===== config.mk =====
export PLATFORM = sky130hd
export DESIGN_NAME = bus_cmd_decoder
export DESIGN_NICKNAME = d
export VERILOG_FILES = /design/src/rtl/bus_cmd_decoder.sv
export SDC_FILE = /design/constraint.sdc
export NUM_CORES = 1
export LEC_CHECK = 0
export BUFFER_PORTS_ARGS = -buffer_cell sky130_fd_sc_hd__buf_2
export CAP_MARGIN = 25
export CORE_AREA = 2 2 39 41
export CTS_BUF_LIST = sky130_fd_sc_hd__clkbuf_16
export CTS_CLUSTER_DIAMETER = 50
export DETAILED_ROUTE_END_ITERATION = 7
export DIE_AREA = 0 0 41 43
export HOLD_SLACK_MARGIN = 0.05
export SLEW_MARGIN = 10
export SYNTH_ARGS = -nofsm -noshare
export SYNTH_HDL_FRONTEND = slang
export SYNTH_SLANG_ARGS = --single-unit

===== constraint.sdc =====
create_clock -name clk -period 2.2 [get_ports clk]
set_clock_uncertainty 0.15 [all_clocks]
set_input_delay 0.22 -clock clk [delete_from_list [all_inputs] [get_ports clk]]
set_output_delay 0.22 -clock clk [all_outputs]
set_load 0.01 [all_outputs]

===== src/rtl/bus_cmd_decoder.sv =====
module bus_cmd_decoder (
  input  logic       clk,
  input  logic       rst_n,
  input  logic [2:0] bus_stat,
  output logic       mem_rd_n,
  output logic       mem_wr_n,
  output logic       io_rd_n,
  output logic       io_wr_n,
  output logic       int_ack_n,
  output logic       addr_strobe,
  output logic       data_en,
  output logic       dir_xmit
);
  localparam logic [2:0] IDLE = 3'b111;
  localparam logic [2:0] HALT = 3'b011;

  logic       busy, cmd_on;
  logic [2:0] cyc;

  function automatic logic is_rx(input logic [2:0] c);
    return (c == 3'b000) || (c == 3'b001) || (c == 3'b100) || (c == 3'b101);
  endfunction

  always_ff @(posedge clk or negedge rst_n) begin
    if (!rst_n) begin
      busy        <= 1'b0;
      cmd_on      <= 1'b0;
      addr_strobe <= 1'b0;
      dir_xmit    <= 1'b1;
      cyc         <= IDLE;
    end else if (bus_stat == IDLE) begin
      busy        <= 1'b0;
      cmd_on      <= 1'b0;
      addr_strobe <= 1'b0;
      dir_xmit    <= 1'b1;
    end else if (!busy) begin
      busy        <= 1'b1;
      addr_strobe <= 1'b1;
      cyc         <= bus_stat;
      dir_xmit    <= !is_rx(bus_stat);
    end else begin
      addr_strobe <= 1'b0;
      cmd_on      <= (cyc != HALT);
    end
  end

  assign int_ack_n = !(cmd_on && cyc == 3'b000);
  assign io_rd_n   = !(cmd_on && cyc == 3'b001);
  assign io_wr_n   = !(cmd_on && cyc == 3'b010);
  assign mem_rd_n  = !(cmd_on && (cyc == 3'b100 || cyc == 3'b101));
  assign mem_wr_n  = !(cmd_on && cyc == 3'b110);
  assign data_en   = !(int_ack_n && io_rd_n && io_wr_n && mem_rd_n && mem_wr_n);


  one_strobe_chk: assert property (@(posedge clk) disable iff (!rst_n)
    $countones({~int_ack_n, ~io_rd_n, ~io_wr_n, ~mem_rd_n, ~mem_wr_n}) <= 1);

  ale_pulse_chk: assert property (@(posedge clk) disable iff (!rst_n)
    addr_strobe |=> !addr_strobe);

  idle_clear_chk: assert property (@(posedge clk) disable iff (!rst_n)
    (bus_stat == IDLE) |=> (!data_en && !addr_strobe && dir_xmit && mem_rd_n && io_rd_n));

  rx_dir_chk: assert property (@(posedge clk) disable iff (!rst_n)
    (!mem_rd_n || !io_rd_n || !int_ack_n) |-> !dir_xmit);

  ale_no_cmd_chk: assert property (@(posedge clk) disable iff (!rst_n)
    addr_strobe |-> !data_en);
endmodule


==> results of run 1 <==
## power by group through the flow
stage	Sequential, mW	Combinational, mW	Clock (mW)
finish	0.178	0.0742	0.300
global route	0.182	0.0835	0.313
CTS	0.179	0.0754	0.307
detailed placement	0.180	0.0739	0
global placement	0.180	0.0739	0
floorplan	0.174	0.0452	0
## worst max-delay path: stages (launching register included)
cell	delay [ns]
dfstp_2	0.38
or4b_1	0.51
buf_2	0.15
## cells in the final DEF, fill, tap and decap left out
master and count:
a21oi_1 1, nand3_1 2, buf_2 12, clkbuf_16 3, dlygate4sd3_1 1, nand3b_1 2, dfstp_2 4, dfrtp_1 3
nor2_1 1, nand4b_1 1, a21boi_0 1, a31oi_2 1, nand4bb_1 1, inv_1 2, or4b_1 1, o211a_1 1
o22a_1 3, and2b_1 1, a31oi_1 1
## state kept, by name (all words and copies together), names as in the netlist
name / cells
addr_strobe: 1
busy: 1
cyc: 3
dir_xmit: 1
cmd_on: 1
## per-stage QoR
stage	area (sq um)	std cells	setup slack, ns
after global placement	398	53	0.814
final	487	58	0.569
after detailed placement	398	53	0.803
after floorplan	323	26	0.897
after global routing	487	58	0.537
after CTS	487	58	0.562
## metal layers
layer,vias to the layer above,global-route usage,share of wire
met5,-,0,0
li1,135,-,-
met2,11,0.122,0.45
met3,2,0.0157,0.073
met4,0,0.0800,0.013
met1,135,0.113,0.46
## logic make-up (layout without fill, tap and decap cells)
family	Yosys count	in the layout
compound gates	8	8
buf+inv	2	18
flops	7	7
simple gates	9	9
## worst max-delay path by stage
| stage | startpoint | end | slack, ns | cells after the start |
|---|---|---|---|---|
| 3_3_place_gp | cyc[0] | int_ack_n | 0.81 | 2 |
| 3_5_place_dp | cyc[0] | int_ack_n | 0.80 | 2 |
| 4_1_cts | cyc[0] | int_ack_n | 0.56 | 2 |
| 2_1_floorplan | cyc[0] | int_ack_n | 0.90 | 1 |
| 6_report | cyc[0] | int_ack_n | 0.57 | 2 |
| 5_1_grt | cyc[0] | int_ack_n | 0.54 | 2 |
## area by class of cell
cell class	count	area, sq um
Clock buffer	3	75.1
Inverter	1	3.75
Sequential cell	7	180
Multi-Input combinational cell	17	134
Clock inverter	1	3.75
Fill cell	141	897
Tap cell	16	20.0
Timing Repair Buffer	13	70.1
==> run metrics, run 1 <==
NetSw=approximately 0.12 mW; Cells after Synth=26; Synth Area in Compound Gates=0.209; Slew headroom=0.814; antenna violations before repair=0; largest family of logic cells by synthesized area=compound AO/OA/AOI/OAI gates; Max H-tree Level=1; Total GRT Usage=0.0893; xor and xnor area share after synthesis=0; largest net degree at the start of global routing=10; Least-Margin Pin Slew=0.279 ns; # clock sinks=7; setup bufs post-CTS=0; RSZ-0062 raised after global routing=false; first-pass detailed-route iteration total=4; fin nets=48; Final ANT Viol Nets=0; DRC=0; global-route wire length before repair=1.02 mm; DR WL/cell=10.9 um; r2r worst-path depth=2; reg-to-reg endpoint=cmd_on; Simple-Gate Fraction of Synth Area=0.205; crit end category=primary output; Async S/R FF share, synth=1.00; CTS max path bufs=2; Fin Setup TNS=0 ns; later-pin clock latency in the skew report=0.23 ns; final WL=631 um; layout cells sized above 1=0.476; WHS=0.118 ns; max cap viols=0; Synth top area share=0.326; Worst Path Max Fanout=6; hold endpoint=dir_xmit; internal power=0.433 mW; Initial DRC Count=6; CTS Buf Count=3; Syn Area/Cell=12.4 sq um; CP arrival=1.26 ns; Logic pwr share=0.134; Placer Congestion=0.679; Die Span X=41 um; outcome=finished clean; hold path depth=3; Slew Limit Fails=0; Netlist cell types=17; register area share after synthesis=0.558; Fmax=613 MHz; Hold Startpoint=bus_stat[1]; Synth area leaders=dfstp_2 (33%), dfrtp_1 (23%), o22a_1 (8.1%), nand3b_1 (4.7%), a31oi_2 (3.9%); Final period util=0.741; area leader, netlist=dfstp_2; Worst Hold Class=input pin to flop; post-synthesis share of cell area spent on full adders, half adders and majority gates=0; total power draw=around 0.55 mW; CTS tree=yes; Diodes inserted=0; Data required, critical path=1.83 ns; Starting Density=0.233; Vias/cell=4.88; die extent in y=43 um; area grow syn2layout=50.8%; final core occ=0.352; Post-Syn Area=323 sq um; ys flop type=dfstp_2; Syn Nets=31; post-detail-place hpwl=approximately 460 um; clock share of power=0.543; Final Hold Viols=0; setup slack, reg-to-reg=1.13 ns; fraction of synthesized area in multiplexers=0; CTS resizes=0; Max VDD drop=between 400 and 500 uV; Port Buf Inserts=12; share of power burned in registers=0.323; #FFs+latches synth=7; sw frac=0.217; Synth top cells by count=dfstp_2 (4), dfrtp_1 (3), o22a_1 (3); DR vias=between 200 and 300; pwr dens=1140 nW/um^2; Clock transition at path regs=around 0.04 ns; cts hold-fix bufs=1; top-count cell post-synth=dfstp_2; number of global-route vias before repair=225; IO Pins=13; post-layout min period=1.63 ns; Critical Path Start Type=flop; root buffer cell=clkbuf_16; crit path kind=flop to primary output; Core Area=about 1400 sq um; Warnings, synthesis=0; Site Rows=14; total gr overflow=0; EDFF count, synth=0; cell leakage power=0.210 nW; reg2reg start=cyc[1]; Final setup viols=0; die area=1760 sq um
Note: power is estimated with default switching activity, not from simulation.
==> inputs of run 2 (changes only) <==
Settings changed: ABC_AREA from default to 1.
Clock period 2.2 ns to 1.45 ns, I/O delays scaled along.
==> run 2 against run 1 <==
Sequential power rose by 52%. Synthesized cell count increased by 54%. Non-clock buffer count grew 4. Largest power group unchanged. Sequential share of layout area fell by 4.8 points. Clock-buffer cell count is the same. Highest routed layer unchanged. Global-route usage grew 1.4 points. First-iteration DRC count shrank 50%.
==> run metrics, run 2 <==
outcome=finished clean; CTS Buf Count=3 (unchanged); final core occ=0.404 (+0.0524); Placer Congestion=0.762 (+12%); DRC=0 (unchanged); Fin Setup TNS=0 ns (unchanged); Critical Path Start Type=flop; post-detail-place hpwl=492 um (+6.6%); area grow syn2layout=64.3%; register area share after synthesis=0.529 (-0.0287); die extent in y=43 um (unchanged); final WL=719 um (+14%); placed insts=68 (+28%); Netlist cell types=10 (-7); Vias/cell=4.22 (-13%); root buffer cell=clkbuf_16; ys flop type=dfstp_2; Slew headroom=0.872 (+0.0580); gr busiest metal=met2; Max VDD drop=644 uV (+38%); IO Pins=13 (unchanged); final instance area=559 sq um (+15%); die area=1760 sq um (unchanged); final worst slack=0.0352 ns (-0.534 ns); EDFF count, synth=0 (unchanged); number of global-route vias before repair=311 (+38%); Final setup viols=0 (unchanged); CTS max path bufs=2 (unchanged); Post-Syn Area=340 sq um (+5.4%); top-count cell post-synth=nand2_1; placement-stage cell area=420 sq um (+5.7%); Total GRT Usage=0.103 (+0.0139); Fmax=a little over 700 MHz; Final ANT Viol Nets=0 (unchanged); DR vias=325 (+15%); met1 Use GR=0.0990 (-0.0143); most frequent cells in the layout=nand2_1 (12), buf_2 (12), nand3_1 (10), inv_1 (6); first-pass detailed-route iteration total=2 (-2); cell leakage power=0.286 nW (+36%); Syn Nets=45 (+45%); global-route wire length before repair=1.15 mm (+13%); Cells after Synth=40 (+54%); Async S/R FF share, synth=1.00 (unchanged); fin nets=67 (+40%); pwr dens=1570 nW/um^2 (+39%); met3 GRT Util=0.0628 (+0.0471); Worst Path Max Fanout=4 (-2); Clock transition at path regs=0.04 ns (about the same); Final period util=0.976; max cap viols=0 (unchanged); Max H-tree Level=1 (unchanged); Synth top area share=0.309 (-0.0168); Warnings, synthesis=0 (unchanged); Slew Limit Fails=0 (unchanged); total gr overflow=0 (unchanged); later-pin clock latency in the skew report=0.23 ns (about the same); RSZ-0062 raised after global routing=true; Initial DRC Count=3 (-3); Final Hold Viols=0 (unchanged); setup slack at placement=0.226 ns (-0.577 ns); crit end category=primary output; Synth top cells by count=nand2_1 (12), nand3_1 (10), inv_1 (6); met2 global-route usage=0.159 (+0.0375); crit path kind=flop to primary output; Non-Filler Instances=77 (+33%); Core Area=1380 sq um (unchanged); CP arrival=1.12 ns (-0.14 ns); DR WL/cell=9.34 um (-14%); # clock sinks=7 (unchanged); Die Span X=41 um (unchanged); Starting Density=0.246 (+0.0127); CTS tree=yes; antenna violations before repair=0 (unchanged); Worst Hold Class=input pin to asynchronous set/reset pin; largest net degree at the start of global routing=10 (unchanged); register name with the most flops=cyc; Synth area leaders=dfstp_2 (31%), dfrtp_1 (22%), nand3_1 (15%), nand2_1 (13%), inv_1 (6.6%); Site Rows=14 (unchanged); Data required, critical path=1.15 ns (-0.68 ns); #FFs+latches synth=7 (unchanged); Port Buf Inserts=12 (unchanged); Largest register FFs=3 (unchanged); Syn Area/Cell=8.51 sq um (-31%); post-layout min period=roughly 1.4 ns; layout cells sized above 1=0.410 (-0.0664); area leader, netlist=dfstp_2; Diodes inserted=0 (unchanged); Least-Margin Pin Slew=0.192 ns (-0.0871 ns)
## run 2: cell types whose count changed after synthesis, moves of 2 or more
cell      change
nand2_1      +12
nand3_1       +8
inv_1         +5
o22a_1        -3
nand3b_1      -2
## run 2: final cells by class
cell class              instances  area [sq um]
clock inverters                 1          3.75
clock buffers                   3          75.1
flip-flops and latches          7           180
inverters                       6          22.5
well taps                      16          20.0
multi-input cells              27           150
fillers                       151           825
repair buffers                 17           108
## run 2: cell families (layout without fill, tap and decap cells)
| logic type | after synthesis | count (layout) | synth area share |
|---|---|---|---|
| buffers and inverters | 6 | 27 | 0.0662 |
| flip-flops | 7 | 7 | 0.529 |
| AND/OR/NAND/NOR | 26 | 26 | 0.390 |
| AO/OA/AOI/OAI | 1 | 1 | 0.0147 |
## run 2: critical path, stage by stage, from the launching register on
cell and delay [ns]:
dfstp_2 0.56, inv_2 0.06, nor2_4 0.07, nand3_1 0.06, buf_2 0.14
## run 2: path summary, 6_finish.rpt
path	start	endpoint	slack [ns]	cells past startpoint
worst max-delay path	cyc[1]	mem_wr_n	0.04	4
worst min-delay path	rst_n	busy	0.13	2
worst max register to register	cyc[0]	cmd_on	0.37	3
worst min register to register	dir_xmit	dir_xmit	0.34	2
max in group asynchronous	rst_n	cyc[1]	0.79	2
min in group clk	dir_xmit	dir_xmit	0.34	2
## run 2: report_power, final
part	total, mW	internal, mW	switching, mW
Combinational	0.148	0.0692	0.0787
Sequential	0.271	0.237	0.0337
Clock	0.462	0.358	0.104
## run 2: repair_timing
action	in CTS	in global routing
hold endpoints to repair	12	0
gates cloned	0	0
gates resized for setup	1	3
hold buffers	4	0
buffers inserted	1	0
pin swaps	1	1
endpoints found under the setup margin	2	4
## run 2: routing by layer
layer / up-vias / part of all wire
met2: 14 / 0.45
met5: - / 0
met4: 0 / 0.026
met3: 2 / 0.092
li1: 170 / -
met1: 139 / 0.43
## run 2: metrics by stage
step | hold WS (ns) | total power, mW
finish | 0.128 | 0.881
global route | 0.158 | 0.930
CTS | 0.132 | 0.883
detailed placement | -0.165 | 0.393
global placement | -0.165 | 0.389
floorplan | -0.301 | 0.337
